===== src/rtl/mcc_pkg.sv =====
package mcc_pkg;
  typedef enum logic {
    STOP_ON_DIFF  = 1'b0,
    STOP_ON_EQUAL = 1'b1
  } stop_mode_e;
endpackage


===== src/rtl/mcc_ref_ram.sv =====
module mcc_ref_ram #(
  parameter int W  = 16,
  parameter int D  = 64,
  parameter int AW = $clog2(D)
) (
  input  logic          clk,
  input  logic          we,
  input  logic [AW-1:0] waddr,
  input  logic [W-1:0]  wdata,
  input  logic [W-1:0]  wbe,
  input  logic [AW-1:0] raddr,
  output logic [W-1:0]  rdata
);
  logic [W-1:0] mem [D];

  always_ff @(posedge clk) begin
    for (int b = 0; b < W; b++) begin
      if (we && wbe[b]) mem[waddr][b] <= wdata[b];
    end
    rdata <= mem[raddr];
  end

  always_ff @(posedge clk) begin
    if (we) AST_WADDR_LEGAL: assert (int'(waddr) < D);
  end
endmodule


===== src/rtl/mcc_row_compare.sv =====
module mcc_row_compare #(
  parameter int W  = 16,
  parameter int AW = 6
) (
  input  logic          clk,
  input  logic          rst,
  input  logic          acq_start,
  input  logic          acq_valid,
  input  logic          acq_copy,
  input  logic          acq_last,
  input  logic [AW-1:0] acq_idx,
  input  logic [W-1:0]  acq_data,
  input  logic [AW-1:0] start_row,
  input  logic [AW-1:0] end_row,
  input  logic [W-1:0]  mask,
  input  logic [W-1:0]  ref_q,
  output logic          cmp_valid,
  output logic          cmp_diff,
  output logic          cmp_fin,
  output logic [AW-1:0] cmp_idx,
  output logic          row_diff_valid,
  output logic          row_diff,
  output logic [AW-1:0] row_diff_idx
);
  logic          s1_cmp, s1_fin, closed;
  logic [AW-1:0] s1_idx;
  logic [W-1:0]  s1_data;
  logic [W-1:0]  bit_miss;
  logic          accept, in_rng, fin_now;

  assign accept  = acq_valid && !acq_copy && !closed;
  assign in_rng  = (acq_idx >= start_row) && (acq_idx <= end_row);
  assign fin_now = accept && ((in_rng && acq_idx == end_row) || acq_last);

  always_ff @(posedge clk) begin
    if (rst) begin
      s1_cmp <= 1'b0;
      s1_fin <= 1'b0;
      closed <= 1'b0;
    end else begin
      s1_cmp <= accept && in_rng;
      s1_fin <= fin_now;
      if (acq_start)    closed <= 1'b0;
      else if (fin_now) closed <= 1'b1;
    end
    s1_idx  <= acq_idx;
    s1_data <= acq_data;
  end

  // per-channel masked difference
  for (genvar b = 0; b < W; b++) begin : g_bit
    assign bit_miss[b] = mask[b] & (s1_data[b] ^ ref_q[b]);
  end

  assign cmp_valid = s1_cmp;
  assign cmp_diff  = |bit_miss;
  assign cmp_fin   = s1_fin;
  assign cmp_idx   = s1_idx;

  always_ff @(posedge clk) begin
    if (rst || acq_start) begin
      row_diff_valid <= 1'b0;
      row_diff       <= 1'b0;
      row_diff_idx   <= '0;
    end else begin
      row_diff_valid <= s1_cmp;
      row_diff       <= s1_cmp && cmp_diff;
      row_diff_idx   <= s1_idx;
    end
  end

  AST_FLAG_IN_WINDOW: assert property (@(posedge clk) disable iff (rst)
    row_diff_valid |-> (row_diff_idx >= start_row && row_diff_idx <= end_row));
  AST_FLAG_QUALIFIED: assert property (@(posedge clk) disable iff (rst)
    row_diff |-> row_diff_valid);
  AST_CLOSED_NO_CMP: assert property (@(posedge clk) disable iff (rst)
    (closed && !acq_start) |=> !s1_cmp);
endmodule


===== src/rtl/mcc_verdict.sv =====
module mcc_verdict #(
  parameter int AW = 6
) (
  input  logic                clk,
  input  logic                rst,
  input  logic                acq_start,
  input  logic                cmp_valid,
  input  logic                cmp_diff,
  input  logic                cmp_fin,
  input  logic [AW-1:0]       cmp_idx,
  input  logic [AW-1:0]       start_row,
  input  logic [AW-1:0]       end_row,
  input  mcc_pkg::stop_mode_e mode,
  output logic                done,
  output logic                match,
  output logic                stop_req,
  output logic [AW:0]         mismatch_count,
  output logic                first_diff_valid,
  output logic [AW-1:0]       first_diff_row
);
  logic [AW:0] nxt, st, en, lo, gap, gap_use, cnt_next;
  logic        add_diff;

  assign add_diff = cmp_valid && cmp_diff;
  assign nxt      = {1'b0, cmp_idx} + 1'b1;
  assign st       = {1'b0, start_row};
  assign en       = {1'b0, end_row};
  assign lo       = (nxt > st) ? nxt : st;
  assign gap      = (lo <= en) ? (en - lo + 1'b1) : '0;
  assign gap_use  = cmp_fin ? gap : '0;
  assign cnt_next = mismatch_count + (AW+1)'(add_diff) + gap_use;

  always_ff @(posedge clk) begin
    if (rst || acq_start) begin
      done             <= 1'b0;
      match            <= 1'b0;
      stop_req         <= 1'b0;
      mismatch_count   <= '0;
      first_diff_valid <= 1'b0;
      first_diff_row   <= '0;
    end else begin
      mismatch_count <= cnt_next;
      done           <= cmp_fin;
      if (!first_diff_valid) begin
        if (add_diff) begin
          first_diff_valid <= 1'b1;
          first_diff_row   <= cmp_idx;
        end else if (gap_use != '0) begin
          first_diff_valid <= 1'b1;
          first_diff_row   <= lo[AW-1:0];
        end
      end
      if (cmp_fin) begin
        match    <= (cnt_next == '0);
        stop_req <= (mode == mcc_pkg::STOP_ON_EQUAL) ? (cnt_next == '0) : (cnt_next != '0);
      end
    end
  end

  AST_DONE_ONE_CYCLE: assert property (@(posedge clk) disable iff (rst)
    done |=> !done);
  AST_STOP_WITH_DONE: assert property (@(posedge clk) disable iff (rst)
    $rose(stop_req) |-> done);
  AST_MATCH_NO_COUNT: assert property (@(posedge clk) disable iff (rst)
    match |-> (mismatch_count == '0));
  AST_COUNT_GROWS: assert property (@(posedge clk) disable iff (rst)
    !$past(acq_start) |-> (mismatch_count >= $past(mismatch_count)));
endmodule


===== src/rtl/mask_capture_compare.sv =====
module mask_capture_compare #(
  parameter int W     = 16,
  parameter int DEPTH = 64,
  localparam int AW   = $clog2(DEPTH)
) (
  input  logic          clk,
  input  logic          rst,
  input  logic [AW-1:0] cfg_start_row,
  input  logic [AW-1:0] cfg_end_row,
  input  logic          cfg_stop_on_equal,
  input  logic          mask_we,
  input  logic [W-1:0]  mask_wdata,
  input  logic          ref_we,
  input  logic [AW-1:0] ref_addr,
  input  logic [W-1:0]  ref_wdata,
  input  logic [W-1:0]  ref_wbe,
  input  logic          acq_start,
  input  logic          acq_valid,
  input  logic          acq_copy,
  input  logic          acq_last,
  input  logic [AW-1:0] acq_idx,
  input  logic [W-1:0]  acq_data,
  output logic          row_diff_valid,
  output logic          row_diff,
  output logic [AW-1:0] row_diff_idx,
  output logic          done,
  output logic          match,
  output logic          stop_req,
  output logic [AW:0]   mismatch_count,
  output logic          first_diff_valid,
  output logic [AW-1:0] first_diff_row
);
  logic [W-1:0]        mask_q, ref_q;
  logic                copy_wr, ram_we;
  logic [AW-1:0]       ram_waddr;
  logic [W-1:0]        ram_wdata, ram_wbe;
  logic                cmp_valid, cmp_diff, cmp_fin;
  logic [AW-1:0]       cmp_idx;
  mcc_pkg::stop_mode_e mode;

  assign mode = mcc_pkg::stop_mode_e'(cfg_stop_on_equal);

  always_ff @(posedge clk) begin
    if (rst)          mask_q <= '1;
    else if (mask_we) mask_q <= mask_wdata;
  end

  // copied acquisition rows take the single write port ahead of the host
  assign copy_wr   = acq_valid && acq_copy;
  assign ram_we    = copy_wr || ref_we;
  assign ram_waddr = copy_wr ? acq_idx  : ref_addr;
  assign ram_wdata = copy_wr ? acq_data : ref_wdata;
  assign ram_wbe   = copy_wr ? '1       : ref_wbe;

  mcc_ref_ram #(.W(W), .D(DEPTH), .AW(AW)) ram_i (
    .clk(clk), .we(ram_we), .waddr(ram_waddr), .wdata(ram_wdata),
    .wbe(ram_wbe), .raddr(acq_idx), .rdata(ref_q)
  );

  mcc_row_compare #(.W(W), .AW(AW)) cmp_i (
    .clk(clk), .rst(rst), .acq_start(acq_start), .acq_valid(acq_valid),
    .acq_copy(acq_copy), .acq_last(acq_last), .acq_idx(acq_idx),
    .acq_data(acq_data), .start_row(cfg_start_row), .end_row(cfg_end_row),
    .mask(mask_q), .ref_q(ref_q), .cmp_valid(cmp_valid), .cmp_diff(cmp_diff),
    .cmp_fin(cmp_fin), .cmp_idx(cmp_idx), .row_diff_valid(row_diff_valid),
    .row_diff(row_diff), .row_diff_idx(row_diff_idx)
  );

  mcc_verdict #(.AW(AW)) verdict_i (
    .clk(clk), .rst(rst), .acq_start(acq_start), .cmp_valid(cmp_valid),
    .cmp_diff(cmp_diff), .cmp_fin(cmp_fin), .cmp_idx(cmp_idx),
    .start_row(cfg_start_row), .end_row(cfg_end_row), .mode(mode),
    .done(done), .match(match), .stop_req(stop_req),
    .mismatch_count(mismatch_count), .first_diff_valid(first_diff_valid),
    .first_diff_row(first_diff_row)
  );

  AST_COPY_SILENT: assert property (@(posedge clk) disable iff (rst)
    (acq_valid && acq_copy && !acq_start) |=> ##1 !row_diff_valid);
endmodule


===== config.mk =====
export PLATFORM = sky130hd
export DESIGN_NAME = mask_capture_compare
export DESIGN_NICKNAME = d
export VERILOG_FILES = /design/src/rtl/mcc_pkg.sv /design/src/rtl/mcc_ref_ram.sv /design/src/rtl/mcc_row_compare.sv /design/src/rtl/mcc_verdict.sv /design/src/rtl/mask_capture_compare.sv
export SDC_FILE = /design/constraint.sdc
export NUM_CORES = 2
export LEC_CHECK = 0
export BUFFER_PORTS_ARGS = -buffer_cell sky130_fd_sc_hd__buf_2
export CAP_MARGIN = 15
export CORE_ASPECT_RATIO = 2
export CORE_MARGIN = 1.5
export CORE_UTILIZATION = 55
export CTS_BUF_LIST = sky130_fd_sc_hd__clkbuf_8
export CTS_CLUSTER_SIZE = 28
export DETAILED_ROUTE_END_ITERATION = 10
export PLACE_DENSITY = 0.84
export SLEW_MARGIN = 0
export SYNTH_ARGS = -nofsm -noshare
export SYNTH_HDL_FRONTEND = slang
export SYNTH_HIERARCHICAL = 1
export SYNTH_SLANG_ARGS = --single-unit

===== constraint.sdc =====
create_clock -name clk -period 6.84 [get_ports clk]
set_clock_uncertainty 0.2 [all_clocks]
set_input_delay 1.368 -clock clk [delete_from_list [all_inputs] [get_ports clk]]
set_output_delay 1.368 -clock clk [all_outputs]
set_load 0.01 [all_outputs]

Word-level counts from Yosys, hierarchy flattened
Memory sizes are Yosys's and may differ from the RTL's. A register that Yosys moved wholly into a read port is not among the register bits.
Index checks and enable logic that the tools add are counted.
- $add $sub $neg: 5
- multiply operators: 0
- divide/modulo/power cells: 0
- magnitude comparators: 4
- eq/ne operators: 1
- shift operators: 0
- mux-type cells: 44
- bitwise operators: 33
- reductions and logical operators: 36
- operator list (cell ; count):
    $mux 1 ; 36
    $mux 16 ; 2
    $logic_and 1x1->1 ; 24
    $mux 7 ; 3
    $mux 6 ; 3
    $and 1x1->1 ; 16
    $reduce_or 16->1 ; 1
    $xor 1x1->1 ; 16
    $reduce_bool 7->1 ; 2
    $add 6x1->7 const B ; 1
    $add 7x1->7 ; 1
    $add 7x1->7 const B ; 1
    $add 7x7->7 ; 1
    $gt 7x6->1 ; 1
    $le 7x6->1 ; 1
    $logic_not 7->1 ; 1
    $sub 6x7->7 ; 1
    $eq 6x6->1 ; 1
    $ge 6x6->1 ; 1
    $le 6x6->1 ; 1
    $logic_or 1x1->1 ; 3
    $logic_not 1->1 ; 2
    $reduce_and 2->1 ; 1
    $reduce_bool 2->1 ; 1
    other kinds (2) ; 2
- bits in registers: 66
- bits in latches: 0
- memory bits (writable): 1024
- ROM bits: 0
- bits of input ports: 97
- output and inout bits: 25
- logic and storage cells: 139
- memories kept: 1
- memories (name ; depth ; width ; read ports ; clocked after Yosys merged registers in ; wr ports ; line ; text):
    ram_i.mem ; 64 ; 16 ; 1 ; 1 ; 1 ; mcc_ref_ram.sv:14 ; logic [W-1:0] mem [D];

Longest topological paths before layout
- depth after elaboration: 11
- depth in mapped cells: 25
- mapped depth without buffers: 25

Cells and area by module
The synthesis kept the hierarchy.
- by module, submodules not included (module ; times used ; cells each ; area an instance (µm²) ; seq. area each (µm²)):
    mcc_ref_ram ; 1 ; 3012 ; 44450.1 ; 31069.8
    mcc_verdict ; 1 ; 201 ; 1734.2 ; 340.3
    mcc_row_compare ; 1 ; 115 ; 1280.0 ; 660.6
    mask_capture_compare ; 1 ; 97 ; 982.2 ; 320.3

Least setup slack after synthesis
Ideal clock, no wire load.
- path type: input port to flip-flop
- start point: input cfg_start_row[1]
- end point: register verdict_i.stop_req
- library setup time: 120 ps
- arrival: 5956 ps
- required time: 6520 ps
- setup slack: 564 ps
- stages on the path: 22
- path buffers: 0
- cells stage by stage: inv_1 -> ha_1 -> nor2b_1 -> o31ai_1 -> a21oi_2 -> nor2_1 -> mux2_2 -> ha_1 -> nand3_1 -> o21bai_1 -> a21oi_1 -> nor2_1 -> and2_1 -> fa_1 -> fa_1 -> a211oi_1 -> o21ai_1 -> a2111oi_0 -> nand2_1 -> nor2_1 -> a31o_1 -> nand3_1
- longest elaborated chain between the ends: 9
- elaborated cells on any way between the ends: 11
- those cells by class: add/sub: 3; order compare: 2; mux: 4; reduce/logical: 2
- ends and longest elaborated chain (item ; line ; text):
    start: declaration ; mask_capture_compare.sv:8 ; input logic [AW-1:0] cfg_start_row,
    $gt 7x6->1 ; mcc_verdict.sv:28 ; assign lo = (nxt > st) ? nxt : st;
    $mux 7 * ; mcc_verdict.sv:28 ;
    $sub 6x7->7 ; mcc_verdict.sv:29 ; assign gap = (lo <= en) ? (en - lo + 1'b1) : '0;
    $add 7x1->7 ; mcc_verdict.sv:29 ;
    $mux 7 * ; mcc_verdict.sv:29 ;
    $mux 7 * ; mcc_verdict.sv:30 ; assign gap_use = cmp_fin ? gap : '0;
    $add 7x7->7 * ; mcc_verdict.sv:31 ; assign cnt_next = mismatch_count + (AW+1)'(add_diff) + gap_use;
    $reduce_bool 7->1 / $logic_not 7->1 (equally long branches) ; mcc_verdict.sv:55 ; stop_req <= (mode == mcc_pkg::STOP_ON_EQUAL) ? (cnt_next == '0) : (cnt_next != '0);
    $mux 1 * ; mcc_verdict.sv:55 ;
    end signal: assignment ; mcc_verdict.sv:55 ;
    end: declaration ; mcc_verdict.sv:16 ; output logic stop_req,
Every way passes the cells marked *; elsewhere a longest branch is shown, timed or not.
A chain may end at the register's enable or synchronous reset.

Final worst setup path
- start point: register cmp_i.s1_idx[0], in the netlist cmp_i/cmp_idx[0]
- end point: register verdict_i.stop_req
- longest elaborated chain between the ends: 10
- elaborated cells on any way between the ends: 12
- those cells by class: add/sub: 4; order compare: 2; mux: 4; reduce/logical: 2
- ends and longest elaborated chain (item ; line ; text):
    start: declaration ; mcc_row_compare.sv:26 ; logic [AW-1:0] s1_idx;
    start signal: assignment ; mcc_row_compare.sv:46 ; s1_idx <= acq_idx;
    $add 6x1->7 * ; mcc_verdict.sv:25 ; assign nxt = {1'b0, cmp_idx} + 1'b1;
    $gt 7x6->1 ; mcc_verdict.sv:28 ;
    $mux 7 * ; mcc_verdict.sv:28 ;
    $sub 6x7->7 ; mcc_verdict.sv:29 ;
    $add 7x1->7 ; mcc_verdict.sv:29 ;
    $mux 7 * ; mcc_verdict.sv:29 ;
    $mux 7 * ; mcc_verdict.sv:30 ;
    $add 7x7->7 * ; mcc_verdict.sv:31 ;
    $reduce_bool 7->1 / $logic_not 7->1 (equally long branches) ; mcc_verdict.sv:55 ;
    $mux 1 * ; mcc_verdict.sv:55 ;
Marked as above.

==> flow_metrics.py <==
metrics = {
    "status": {
        "status": "completed",
    },
    "grt": {
        "use_met1": 0.2772,
        "grt_max_degree": 110,
        "gr-usage-met2": 0.4783,
        "grt_antenna_before_repair": 5,
        "grt_pass1_wl_um": 179800,
        "grt-ovfl-total": 0,
        "met3_usage": 0.05174,
        "grt_usage": 0.2748,
        "top_usage_layer": "met2",
        "grt_pass1_vias": 30455,
    },
    "power_and_ir_drop": {
        "switching_share": 0.2459,
        "ir_drop_uv": 173.1,
        "p_switching_mw": 3.249,
        "p_int_mw": 9.963,
        "pwr-share-seq": 0.571,
        "pwr-share-clk": 0.338,
        "comb_power_share": 0.091,
        "p_per_area_nw_per_um2": 252.3,
        "leakagePower_nw": 17.90,
    },
    "logic_synthesis": {
        "synth_cells": 3425,
        "synth_nets": 3566,
        "yosysWarnings": 6,
        "synth.top_cells.by_count": "nor2_1, edfxtp_1, mux4_2",
        "ys_seq_area_frac": 0.6686,
        "synth_edf_count": 1024,
        "synth_top_area_frac": 0.6347,
        "synthDistinctLibCells": 66,
        "yosysMostFrequentCell": "nor2_1",
        "avgSynthCellArea_um2": 14.14,
        "syn_area_um2": 48450,
        "ys_ff_latch": 1106,
        "synthTopCellsByArea": "edfxtp_1, mux4_2, nor2_1, dfxtp_1, mux2i_1",
        "synth_ff_type": "edfxtp_1",
        "synthArstFlopShare": 0,
        "yosysTopAreaCell": "edfxtp_1",
    },
    "setup_path": {
        "r2r-end": "verdict_i/stop_req$_SDFFE_PP0P_",
        "endpoint": "verdict_i/stop_req$_SDFFE_PP0P_",
        "timing.rr.start": "cmp_i/cmp_idx[0]$_DFF_P_",
        "crit_type": "reg2reg",
        "r2r_cells": 25,
        "endpoint_kind": "flip-flop",
        "cp_max_fo": 7,
        "arrival_ns": 6.91,
        "cp-startpoint": "cmp_i/cmp_idx[0]$_DFF_P_",
        "cp-start-kind": "flip-flop",
        "worst-r2r-setup-slack_ns": 0.43,
        "required_ns": 7.33,
        "slowest_delay_ns": 0.46,
        "slowest_stage": "dfxtp_1",
    },
    "placed_design": {
        "post_dp_cell_area_um2": 49520,
        "hpwl_um": 78050,
        "portBuffers": 121,
        "pre_cts_ws_ns": -0.1393,
        "gp_congestion": 0.9389,
    },
    "die": {
        "rows": 153,
        "pin_count": 122,
        "core_um2": 87100,
        "die_area_um2": 89980,
        "die_w_um": 212.9,
        "start_util": 0.5562,
        "die_h_um": 422.7,
    },
    "clock_network": {
        "cts_tree": "done",
        "postCtsResizedCells": 0,
        "ctsLongestPathBuffers": 3,
        "clock-sinks": 1106,
        "cts_setup_buffers": 0,
        "cts-buffers-inserted": 139,
        "htree_levels": 4,
        "clockRootBuffer": "clkbuf_8",
        "path_clk_slew_ns": 0.07,
        "cts_hold_buf": 0,
        "clock_latency_ns": 0.81,
    },
    "drt": {
        "ant_nets": 0,
        "vias": 29964,
        "drt_iter0_markers": 3508,
        "routed_wl_um": 123600,
        "drt_drc_violations_left": 0,
        "wl_per_cell_um": 26.15,
        "via_per_inst": 6.340,
        "first_pass_iters": 7,
    },
    "layout": {
        "area_delta_synth_final_pct": 8.076,
        "nFillCells": 6063,
        "fin_area_um2": 52360,
        "layout.nets": 3596,
        "seqCellArea_um2": 32390,
        "drive_gt1_frac": 0.1843,
        "multiInputGateArea_um2": 14630,
    },
    "sta": {
        "hold_viol": 0,
        "period_share": 0.9377,
        "fin_hold_ws_ns": 0.2770,
        "max_freq_ghz": 0.1559,
        "slew_violations": 0,
        "grt_setup_unrepaired": "false",
        "relSlewSlack": 0.1168,
        "fin_ws_ns": 0.4260,
        "tightest_slew_ns": 1.322,
        "setup_violations": 0,
        "fin_crit_ns": 6.414,
        "tns_ns": 0,
    },
    "flow_run": {
        "cap_violations": 0,
    },
    "min_path": {
        "min_path_type": "reg2reg",
        "hold_depth": 2,
    },
}
power groups by stage:
stage                     Combinational [mW]  Clock, mW  Sequential (mW)
after floorplan                        0.772          0             7.68
after global placement                  1.10          0             7.69
after detailed placement                1.13          0             7.70
after CTS                               1.13       4.50             7.55
after global routing                    1.26       4.75             7.55
final                                   1.20       4.46             7.55
sequential cells by signal (all words and copies together) (netlist names):
register	cells
cmp_i/row_diff_valid	1
mask_q	16
cmp_i/cmp_fin	1
ram_i/mem	1024
ram_i/rdata	16
cmp_i/row_diff	1
cmp_i/s1_data	16
verdict_i/mismatch_count	7
cmp_i/cmp_valid	1
verdict_i/match	1
cmp_i/closed	1
cmp_i/row_diff_idx	6
verdict_i/first_diff_valid	1
cmp_i/cmp_idx	6
verdict_i/done	1
verdict_i/stop_req	1
verdict_i/first_diff_row	6
area by class of cell:
cell class / instances / area share
flip-flops and latches: 1106 / 0.6186
inverters: 31 / 0.002222
clock buffers: 142 / 0.03733
clock inverters: 103 / 0.01071
diodes: 5 / 0.0002390
multi-input cells: 2007 / 0.2794
repair buffers: 170 / 0.02373
well taps: 1162 / 0.02777
per-layer routing:
layer  share of wire  up-vias
li1                -    12601
met1            0.29    14723
met2            0.52     2041
met3           0.092      599
met4           0.093        0
met5               0        -
per-stage QoR:
stage | total power [mW] | util | cells
floorplan | 8.456 | - | 3425
global placement | 8.793 | 0.5686 | 4462
detailed placement | 8.832 | 0.5686 | 4462
CTS | 13.19 | 0.5974 | 4707
global route | 13.57 | 0.6011 | 4725
finish | 13.21 | 0.6011 | 4726
worst min path at each step:
stage                                             start                                        to
6_report       verdict_i/first_diff_row[4]$_SDFFE_PP0P_  verdict_i/first_diff_row[4]$_SDFFE_PP0P_
5_1_grt                    verdict_i/match$_SDFFE_PP0P_              verdict_i/match$_SDFFE_PP0P_
4_1_cts        verdict_i/first_diff_row[4]$_SDFFE_PP0P_  verdict_i/first_diff_row[4]$_SDFFE_PP0P_
3_5_place_dp   verdict_i/first_diff_row[4]$_SDFFE_PP0P_  verdict_i/first_diff_row[4]$_SDFFE_PP0P_
3_3_place_gp   verdict_i/first_diff_row[4]$_SDFFE_PP0P_  verdict_i/first_diff_row[4]$_SDFFE_PP0P_
2_1_floorplan  verdict_i/first_diff_row[0]$_SDFFE_PP0P_  verdict_i/first_diff_row[0]$_SDFFE_PP0P_
cells by family (layout without fill, tap and decap cells):
group,count (synthesis),after routing,synth area share
AO/OA/AOI/OAI,230,230,0.03665
XOR/XNOR,29,29,0.005398
adder cells (fa/ha/maj),44,44,0.01183
buffers and inverters,312,446,0.03073
flip-flops,1106,1106,0.6686
multiplexers,350,350,0.1314
other,0,5,0
AND/OR/NAND/NOR,1354,1354,0.1154
layout by cell type (no fill, tap or decap), types with 48 or more instances in the layout:
| cell type | instances |
|---|---|
| nor2_1 | 1053 |
| buf_2 | 118 |
| mux2i_1 | 89 |
| dfxtp_1 | 82 |
| edfxtp_1 | 1024 |
| clkbuf_8 | 142 |
| mux4_2 | 221 |
| nand2_1 | 96 |
| a22oi_1 | 57 |
| nor2b_1 | 48 |
| inv_1 | 74 |
critical path: cells and delay by family (launching register included):
family / cells / cell delay (ns)
adder cells (fa/ha/maj): 5 / 1.79
flip-flops: 1 / 0.46
XOR/XNOR: 1 / 0.25
AND/OR/NAND/NOR: 9 / 1.29
multiplexers: 2 / 0.66
AO/OA/AOI/OAI: 7 / 1.60
buffers and inverters: 1 / 0.07
Note: power is estimated with default switching activity, not from simulation.
